## config.mk

```make
export PLATFORM = sky130hd
export DESIGN_NAME = usb_fifo_bridge
export DESIGN_NICKNAME = d
export VERILOG_FILES = /design/src/rtl/ufb_pkg.sv /design/src/rtl/ufb_sync.sv /design/src/rtl/ufb_rx_hold.sv /design/src/rtl/ufb_seq.sv /design/src/rtl/usb_fifo_bridge.sv
export SDC_FILE = /design/constraint.sdc
export NUM_CORES = 1
export LEC_CHECK = 0
export ABC_AREA = 1
export BUFFER_PORTS_ARGS = -buffer_cell sky130_fd_sc_hd__buf_2
export CAP_MARGIN = 20
export CORE_MARGIN = 4
export CORE_UTILIZATION = 45
export DETAILED_ROUTE_END_ITERATION = 8
export PLACE_DENSITY_LB_ADDON = 0.15
export SLEW_MARGIN = 20
export SYNTH_ARGS = -nofsm -noshare
export SYNTH_HDL_FRONTEND = slang
export SYNTH_SLANG_ARGS = --single-unit
```

## constraint.sdc

```tcl
create_clock -name clk -period 3.5 [get_ports clk]
set_input_delay 0.7 -clock clk [delete_from_list [all_inputs] [get_ports clk]]
set_output_delay 0.7 -clock clk [all_outputs]
set_load 0.03 [all_outputs]
```

## src/rtl/ufb_pkg.sv

```systemverilog
package ufb_pkg;

   typedef enum logic [2:0] {
      ST_IDLE  = 3'd0,
      ST_RD    = 3'd1,
      ST_WR_HI = 3'd2,
      ST_WR_LO = 3'd3,
      ST_GAP   = 3'd4
   } ufb_state_e;

   function automatic int ufb_max(input int a, input int b);
      return (a > b) ? a : b;
   endfunction

endpackage

```

## src/rtl/ufb_sync.sv

```systemverilog
module ufb_sync #(
   parameter int WIDTH     = 2,
   parameter int STAGES    = 2,
   parameter bit RESET_VAL = 1'b1
) (
   input  logic             clk,
   input  logic             rst_n,
   input  logic [WIDTH-1:0] din,
   output logic [WIDTH-1:0] dout
);

   if (STAGES < 2) begin : g_bad_stages
      $error("ufb_sync: STAGES must be at least 2");
   end
   if (WIDTH < 1) begin : g_bad_width
      $error("ufb_sync: WIDTH must be at least 1");
   end

   for (genvar b = 0; b < WIDTH; b++) begin : g_bit
      logic [STAGES-1:0] chain;

      always_ff @(posedge clk or negedge rst_n) begin
         if (!rst_n) begin
            chain <= {STAGES{RESET_VAL}};
         end else begin
            chain <= {chain[STAGES-2:0], din[b]};
         end
      end

      assign dout[b] = chain[STAGES-1];
   end

endmodule

```

## src/rtl/ufb_rx_hold.sv

```systemverilog
module ufb_rx_hold #(
   parameter int DATA_W = 8
) (
   input  logic              clk,
   input  logic              rst_n,
   input  logic              load,
   input  logic [DATA_W-1:0] din,
   output logic [DATA_W-1:0] rx_data,
   output logic              rx_valid,
   input  logic              rx_ready,
   output logic              can_accept
);

   if (DATA_W < 1) begin : g_bad_width
      $error("ufb_rx_hold: DATA_W must be at least 1");
   end

   assign can_accept = !rx_valid || rx_ready;

   always_ff @(posedge clk or negedge rst_n) begin
      if (!rst_n) begin
         rx_data  <= '0;
         rx_valid <= 1'b0;
      end else if (load) begin
         rx_data  <= din;
         rx_valid <= 1'b1;
      end else if (rx_valid && rx_ready) begin
         rx_valid <= 1'b0;
      end
   end

   // a waiting byte is held unchanged until it is taken
   a_r11_hold_stable: assert property (@(posedge clk) disable iff (!rst_n)
      (rx_valid && !rx_ready) |=> (rx_valid && $stable(rx_data)));

   // the sequencer only loads when the byte can be stored
   a_r5_no_overwrite: assert property (@(posedge clk) disable iff (!rst_n)
      load |-> (!rx_valid || rx_ready));

endmodule

```

## src/rtl/ufb_seq.sv

```systemverilog
module ufb_seq
   import ufb_pkg::*;
#(
   parameter int DATA_W    = 8,
   parameter int PHASE_CYC = 4,
   parameter int GAP_CYC   = 3
) (
   input  logic              clk,
   input  logic              rst_n,
   input  logic              rxf_s_n,
   input  logic              txe_s_n,
   input  logic              rx_can,
   input  logic              tx_valid,
   input  logic [DATA_W-1:0] tx_data,
   output logic              tx_ready,
   output logic              rd_n_o,
   output logic              wr_o,
   output logic              oe_o,
   output logic [DATA_W-1:0] dout,
   output logic              cap_en
);

   localparam int CNT_MAX = ufb_max(PHASE_CYC, GAP_CYC);
   localparam int CNT_W   = $clog2(CNT_MAX + 1);
   localparam logic [CNT_W-1:0] PH_LAST  = CNT_W'(PHASE_CYC - 1);
   localparam logic [CNT_W-1:0] GAP_LAST = CNT_W'(GAP_CYC - 1);

   if (PHASE_CYC < 1) begin : g_bad_phase
      $error("ufb_seq: PHASE_CYC must be at least 1");
   end
   if (GAP_CYC < 1) begin : g_bad_gap
      $error("ufb_seq: GAP_CYC must be at least 1");
   end

   ufb_state_e       state;
   logic [CNT_W-1:0] cnt;
   logic             last_rx;
   logic             rx_ok, tx_ok, pick_tx, pick_rx, ph_done;

   always_comb begin
      rx_ok   = !rxf_s_n && rx_can;
      tx_ok   = !txe_s_n && tx_valid;
      pick_tx = tx_ok && (!rx_ok || last_rx);
      pick_rx = rx_ok && !pick_tx;
      ph_done = (cnt == PH_LAST);
   end

   assign tx_ready = (state == ST_IDLE) && pick_tx;
   assign rd_n_o   = (state != ST_RD);
   assign wr_o     = (state == ST_WR_HI);
   assign oe_o     = (state == ST_WR_HI) || (state == ST_WR_LO);
   assign cap_en   = (state == ST_RD) && ph_done;

   always_ff @(posedge clk or negedge rst_n) begin
      if (!rst_n) begin
         state   <= ST_IDLE;
         cnt     <= '0;
         last_rx <= 1'b0;
         dout    <= '0;
      end else begin
         case (state)
            ST_IDLE: begin
               cnt <= '0;
               if (pick_rx) begin
                  state   <= ST_RD;
                  last_rx <= 1'b1;
               end else if (pick_tx) begin
                  state   <= ST_WR_HI;
                  dout    <= tx_data;
                  last_rx <= 1'b0;
               end
            end
            ST_RD: begin
               if (ph_done) begin
                  state <= ST_GAP;
                  cnt   <= '0;
               end else begin
                  cnt <= cnt + 1'b1;
               end
            end
            ST_WR_HI: begin
               if (ph_done) begin
                  state <= ST_WR_LO;
                  cnt   <= '0;
               end else begin
                  cnt <= cnt + 1'b1;
               end
            end
            ST_WR_LO: begin
               if (ph_done) begin
                  state <= ST_GAP;
                  cnt   <= '0;
               end else begin
                  cnt <= cnt + 1'b1;
               end
            end
            ST_GAP: begin
               if (cnt == GAP_LAST) begin
                  state <= ST_IDLE;
                  cnt   <= '0;
               end else begin
                  cnt <= cnt + 1'b1;
               end
            end
            default: begin
               state <= ST_IDLE;
               cnt   <= '0;
            end
         endcase
      end
   end

   // a write strobe only rises after transmit space was seen
   a_r3_tx_after_status: assert property (@(posedge clk) disable iff (!rst_n)
      $rose(wr_o) |-> $past(!txe_s_n && tx_valid));

   // a read only starts when data is waiting and can be stored
   a_r5_rx_after_status: assert property (@(posedge clk) disable iff (!rst_n)
      $fell(rd_n_o) |-> $past(!rxf_s_n && rx_can));

   // driven data does not move while the drivers are on
   a_r4_data_stable: assert property (@(posedge clk) disable iff (!rst_n)
      (oe_o && $past(oe_o)) |-> $stable(dout));

   // a transaction starts only from a released, quiet bus
   a_r7_quiet_before_start: assert property (@(posedge clk) disable iff (!rst_n)
      ($fell(rd_n_o) || $rose(oe_o)) |-> $past(rd_n_o && !oe_o && !wr_o));

endmodule

```

## src/rtl/usb_fifo_bridge.sv

```systemverilog
module usb_fifo_bridge #(
   parameter int DATA_W      = 8,
   parameter int PHASE_CYC   = 4,
   parameter int SYNC_STAGES = 2
) (
   input  logic              clk,
   input  logic              rst_n,
   input  logic              ext_rxf_n,
   input  logic              ext_txe_n,
   output logic              ext_rd_n,
   output logic              ext_wr,
   input  logic [DATA_W-1:0] bus_in,
   output logic [DATA_W-1:0] bus_out,
   output logic              bus_oe,
   output logic [DATA_W-1:0] rx_data,
   output logic              rx_valid,
   input  logic              rx_ready,
   input  logic [DATA_W-1:0] tx_data,
   input  logic              tx_valid,
   output logic              tx_ready
);

   localparam int GAP_CYC = SYNC_STAGES + 1;

   if (DATA_W < 1) begin : g_bad_width
      $error("usb_fifo_bridge: DATA_W must be at least 1");
   end

   logic [1:0] stat_s;
   logic       rx_can, cap_en;

   ufb_sync #(
      .WIDTH     (2),
      .STAGES    (SYNC_STAGES),
      .RESET_VAL (1'b1)
   ) u_sync (
      .clk   (clk),
      .rst_n (rst_n),
      .din   ({ext_txe_n, ext_rxf_n}),
      .dout  (stat_s)
   );

   ufb_seq #(
      .DATA_W    (DATA_W),
      .PHASE_CYC (PHASE_CYC),
      .GAP_CYC   (GAP_CYC)
   ) u_seq (
      .clk      (clk),
      .rst_n    (rst_n),
      .rxf_s_n  (stat_s[0]),
      .txe_s_n  (stat_s[1]),
      .rx_can   (rx_can),
      .tx_valid (tx_valid),
      .tx_data  (tx_data),
      .tx_ready (tx_ready),
      .rd_n_o   (ext_rd_n),
      .wr_o     (ext_wr),
      .oe_o     (bus_oe),
      .dout     (bus_out),
      .cap_en   (cap_en)
   );

   ufb_rx_hold #(
      .DATA_W (DATA_W)
   ) u_rx (
      .clk        (clk),
      .rst_n      (rst_n),
      .load       (cap_en),
      .din        (bus_in),
      .rx_data    (rx_data),
      .rx_valid   (rx_valid),
      .rx_ready   (rx_ready),
      .can_accept (rx_can)
   );

endmodule

```

; ---- After elaboration in Yosys (flattened, before gate mapping)
; Cells that the tools add are included.
; W data, S select, Z words.
[totals]
input_bits = 22
ff_bits = 28
[op_classes]
n_reduce_logical = 23
muxes = 13
n_bitwise = 1
eq_ne = 11
add_sub_neg = 1
[ops]
columns = op, n
row1 = $mux W3, 7
row2 = $eq A3 B2 Y1 const B, 4
row3 = $pmux W3 S4, 1
row4 = $logic_and A1 B1 Y1, 7
row5 = $ne A2 B1 Y1 const B, 3
row6 = $ne A3 B1 Y1 const B, 2
row7 = $pmux W3 S2, 1
row8 = $logic_not A1 Y1, 5
row9 = $mux W1, 4
row10 = $reduce_and A4 Y1, 1
row11 = $reduce_bool A2 Y1, 2
row12 = $add A3 B1 Y3 const B, 1
row13 = $eq A3 B1 Y1 const B, 1
row14 = $eq A3 B3 Y1 const B, 1
row15 = $logic_not A3 Y1, 1
row16 = $logic_or A1 B1 Y1, 3
row17 = $reduce_and A3 Y1, 1
row18 = $reduce_or A3 Y1, 1
row19 = $reduce_and A2 Y1, 1
row20 = $reduce_or A2 Y1, 1
row21 = $not A1 Y1, 1

; ---- Depth between registers and ports, before layout
[logic_depth]
depth_word = 10
depth_mapped = 9
ltp_nobuf = 9

; ---- By module
; Synthesis repeated with hierarchy kept, for this count alone.
[hier_totals]
hier_cells = 144
hier_area_um2 = 1237.4
[modules_own_cells]
columns = mod, cells_each, n_inst, area_each_um2
row1 = ufb_seq, 100, 1, 775.7
row2 = ufb_rx_hold, 38, 1, 341.6
row3 = ufb_sync, 6, 1, 120.1

; ---- Worst setup path before layout
; Ideal clock, no wire load.
[synth_path]
kind = register to output
from = register u_seq.state[1]
to = output port ext_wr
path_buffers = 0
stages_incl_launch_ff = 5
required_ps = 2800
t_arrival_ps = 1355
setup_slack_ps = 1445
path_cell_list = dfrtp_1 inv_1 nor2_1 nand2_1 inv_1
[synth_via]
elab_chain_len = 1
[synth_rtl]
columns = item, line_no
row1 = "start, declared", ufb_seq.sv:35  ; ufb_state_e state;
row2 = "start signal, assigned", ufb_seq.sv:56  ; state <= ST_IDLE;
row3 = "start signal, assigned", ufb_seq.sv:65  ; state <= ST_RD;
row4 = "start signal, assigned", ufb_seq.sv:68  ; state <= ST_WR_HI;
row5 = $eq A3 B2 Y1, ufb_seq.sv:50  ; assign wr_o = (state == ST_WR_HI);
row6 = "end, declared", usb_fifo_bridge.sv:11  ; output logic ext_wr,
; No other way between the ends.

; ---- Worst setup path in the final report
[layout_path]
from = register u_seq.state[2]
to = output port tx_ready
[layout_via]
elab_chain_len = 2
[layout_rtl]
columns = item, line_no
row1 = $logic_not A3 Y1, ufb_seq.sv:48  ; assign tx_ready = (state == ST_IDLE) && pick_tx;
row2 = $logic_and A1 B1 Y1, ufb_seq.sv:48
row3 = "end, declared", usb_fifo_bridge.sv:20  ; output logic tx_ready
; No other way between the ends.

==> results.py <==
metrics = {
    "outcome": {
        "status": "completed",
    },
    "timing": {
        "maxSlewHeadroom_pct": 60.3,
        "fin_setup_tns_ns": 0,
        "rsz0062_at_grt": "no",
        "period_minus_slack_ns": 2.33,
        "setup_viol": 0,
        "fin_ws_ns": 1.17,
        "finalHoldViolations": 0,
        "tightest_slew_ns": 0.596,
        "fin_crit_sh_pct": 66.7,
        "maxSlewViolCount": 0,
        "fin_skew_ns": 0.00402,
        "fmax_mhz": 428,
    },
    "pwr": {
        "p_seq_share_pct": 39.6,
        "switching_power_w": 0.000612,
        "p_per_area_mw_per_mm2": 885,
        "comb_power_share_pct": 48.9,
        "netSwitchingFraction_pct": 46.0,
        "internal-power_w": 0.000718,
        "clkPwrFrac_pct": 11.5,
        "vdd_ir_drop_max_v": 0.000555,
        "power.leakage_nw": 0.837,
    },
    "critical_path": {
        "rr_endpoint": "u_rx.rx_data[0]",
        "r2r_cells": 4,
        "cp-start-kind": "flip-flop",
        "cp.required_ns": 2.80,
        "crit_start": "u_seq.state[2]",
        "reg2reg_from": "u_seq.cnt[0]",
        "cp_max_fo": 10,
        "crit_arrival_ns": 1.63,
        "critPathKind": "flip-flop to output pin",
        "critPathCaptureType": "output pin",
        "reg2reg_slack_ns": 2.00,
    },
    "clock_network": {
        "clock_latency_ns": 0.32,
        "cts_tree": "yes",
        "cts_hold_buf": 0,
        "cts_sinks": 28,
        "htree_num_levels": 1,
        "clkSlewWorstSetupHoldPaths_ns": 0.14,
        "clk_path_buf_depth": 2,
        "cts_buffers": 3,
        "postCtsSetupBuffers": 0,
        "cts.root.buffer_cell": "clkbuf_4",
        "cts_resized": 0,
    },
    "floorplanning": {
        "rows": 18,
        "coreArea_sq_mm": 0.00252,
        "initial_utilization_pct": 48.3,
        "die_h_um": 60.0,
        "die_x_um": 60.0,
        "ios": 43,
        "die-area_sq_mm": 0.00360,
    },
    "drt": {
        "vias": 961,
        "via_per_inst": 4.88,
        "drt-total-wl_mm": 2.38,
        "post-route-drc-count": 0,
        "drtAntennaViolNets": 0,
        "avgRoutedWirePerCell_um": 12.1,
        "firstDrtPassIters": 4,
        "drtIter0Drc": 29,
    },
    "finish": {
        "multi_input_area_sq_um": 452,
        "register_area_sq_um": 706,
        "antenna_cells": 0,
        "fillers": 225,
        "area.growth.synth_to_final_pct": 23.3,
        "finalNetCount": 194,
        "drive_gt1_share_pct": 37.7,
        "finalInstanceArea_sq_mm": 0.00150,
    },
    "synth": {
        "yosys_warnings": 0,
        "ys_ff_latch": 28,
        "synth_nets": 147,
        "syn_area_sq_mm": 0.00122,
        "synth_cell_types": 15,
        "seq_area_frac_synth_pct": 57.9,
        "yosys-top-cells-area": "dfrtp_1, nand2_1, dfstp_2",
        "synth_top_area_share_pct": 49.3,
        "yosysTopAreaCell": "dfrtp_1",
        "syn_area_per_cell_sq_um": 10.1,
        "syn_inst": 121,
    },
    "place": {
        "pre_cts_ws_ns": 1.24,
        "dpl_cell_area_sq_mm": 0.00147,
        "hpwl_mm": 1.89,
        "portBuffers": 42,
        "gp_congestion": 0.776,
    },
    "global_route": {
        "grt.overflow.total": 0,
        "antenna_found_initial": 0,
        "grt_pass1_wl_mm": 4.06,
        "grt_max_degree": 29,
        "grt_usage_pct": 15.3,
        "grt_pass1_vias": 1013,
    },
    "worst_hold_path": {
        "hold_path_class": "input pin to async pin",
    },
    "flow_run": {
        "maxCapViolations": 0,
    },
}
-- critical path, cell delays in order, from the launching register on --
cell      delay (ns)
dfrtp_1         0.49
nor3_4          0.32
nand3_4         0.19
clkinv_4        0.11
buf_2           0.20
-- final cells by class --
class / instances / area share [%]
sequential: 28 / 47.0
tap: 30 / 2.50
timing repair buffer: 42 / 14.0
clock buffer: 4 / 2.41
multi-input combinational: 78 / 30.1
inverter: 15 / 4.08
-- state kept, by name, summed over array words and instances (netlist names) --
signal              cells
u_rx.rx_data            8
u_rx.rx_valid           1
u_seq.cnt               3
u_seq.dout              8
u_seq.last_rx           1
u_seq.state             3
u_sync.g_bit.chain      4
-- cells in the mapped netlist --
cell type and n:
nor3_4 1, a21oi_1 2, nor2_4 1, nor2_1 6, o21ai_0 2, nand3_1 6, nand2_1 45, inv_1 14
a22oi_1 1, nand3_4 2, mux2_2 8, ha_1 4, clkinv_4 1, dfstp_2 4, dfrtp_1 24
-- per-stage QoR --
stage / utilization (%) / cells / total power (W) / hold slack [ns]
final: 59.6 / 197 / 0.00133 / 0.360
after detailed placement: 58.1 / 193 / 0.00119 / 0.351
after floorplan: - / 121 / 0.00100 / 0.345
after global routing: 59.6 / 197 / 0.00144 / 0.378
after global placement: 58.1 / 193 / 0.00117 / 0.346
after CTS: 59.6 / 197 / 0.00135 / 0.371
-- how the worst max path moves through the flow --
stage	endpoint	slack (ns)
floorplan	ext_wr	1.45
global placement	tx_ready	1.26
detailed placement	tx_ready	1.24
CTS	tx_ready	1.13
global route	tx_ready	1.03
finish	tx_ready	1.17
-- layer usage --
layer,share of wire (%),up-vias,GRT usage (%)
met2,52,29,27.3
met4,0.76,0,5.70
met5,0,-,0
met3,6.1,2,4.32
li1,-,473,-
met1,41,457,17.0
-- cells by family (layout without fill, tap and decap cells) --
logic type,count (synthesis),after routing,share of synthesized area (%)
adders and majority gates,4,4,4.11
and+or+nand+nor,61,61,23.3
AOI/OAI and AO/OA,5,5,2.26
muxes,8,8,7.39
DFF,28,28,57.9
buffers and inverters,15,61,5.03
-- layout by cell type, fill, tap and decap left out, types with 3 or more instances in the layout --
cell type / Yosys / final
ha_1: 4 / 4
nor2_1: 6 / 6
nand2_1: 45 / 45
clkbuf_4: 0 / 3
mux2_2: 8 / 8
inv_1: 14 / 14
dfstp_2: 4 / 4
dfrtp_1: 24 / 24
nand3_1: 6 / 6
buf_2: 0 / 42
-- power groups by stage --
| stage | sequential [W] | clock, W | combinational (W) |
|---|---|---|---|
| after detailed placement | 0.000534 | 0 | 0.000660 |
| after CTS | 0.000528 | 0.000162 | 0.000660 |
| final | 0.000526 | 0.000153 | 0.000651 |
| after floorplan | 0.000711 | 0 | 0.000290 |
| after global routing | 0.000546 | 0.000176 | 0.000716 |
| after global placement | 0.000528 | 0 | 0.000641 |
Power figures use the tool's default switching activity.
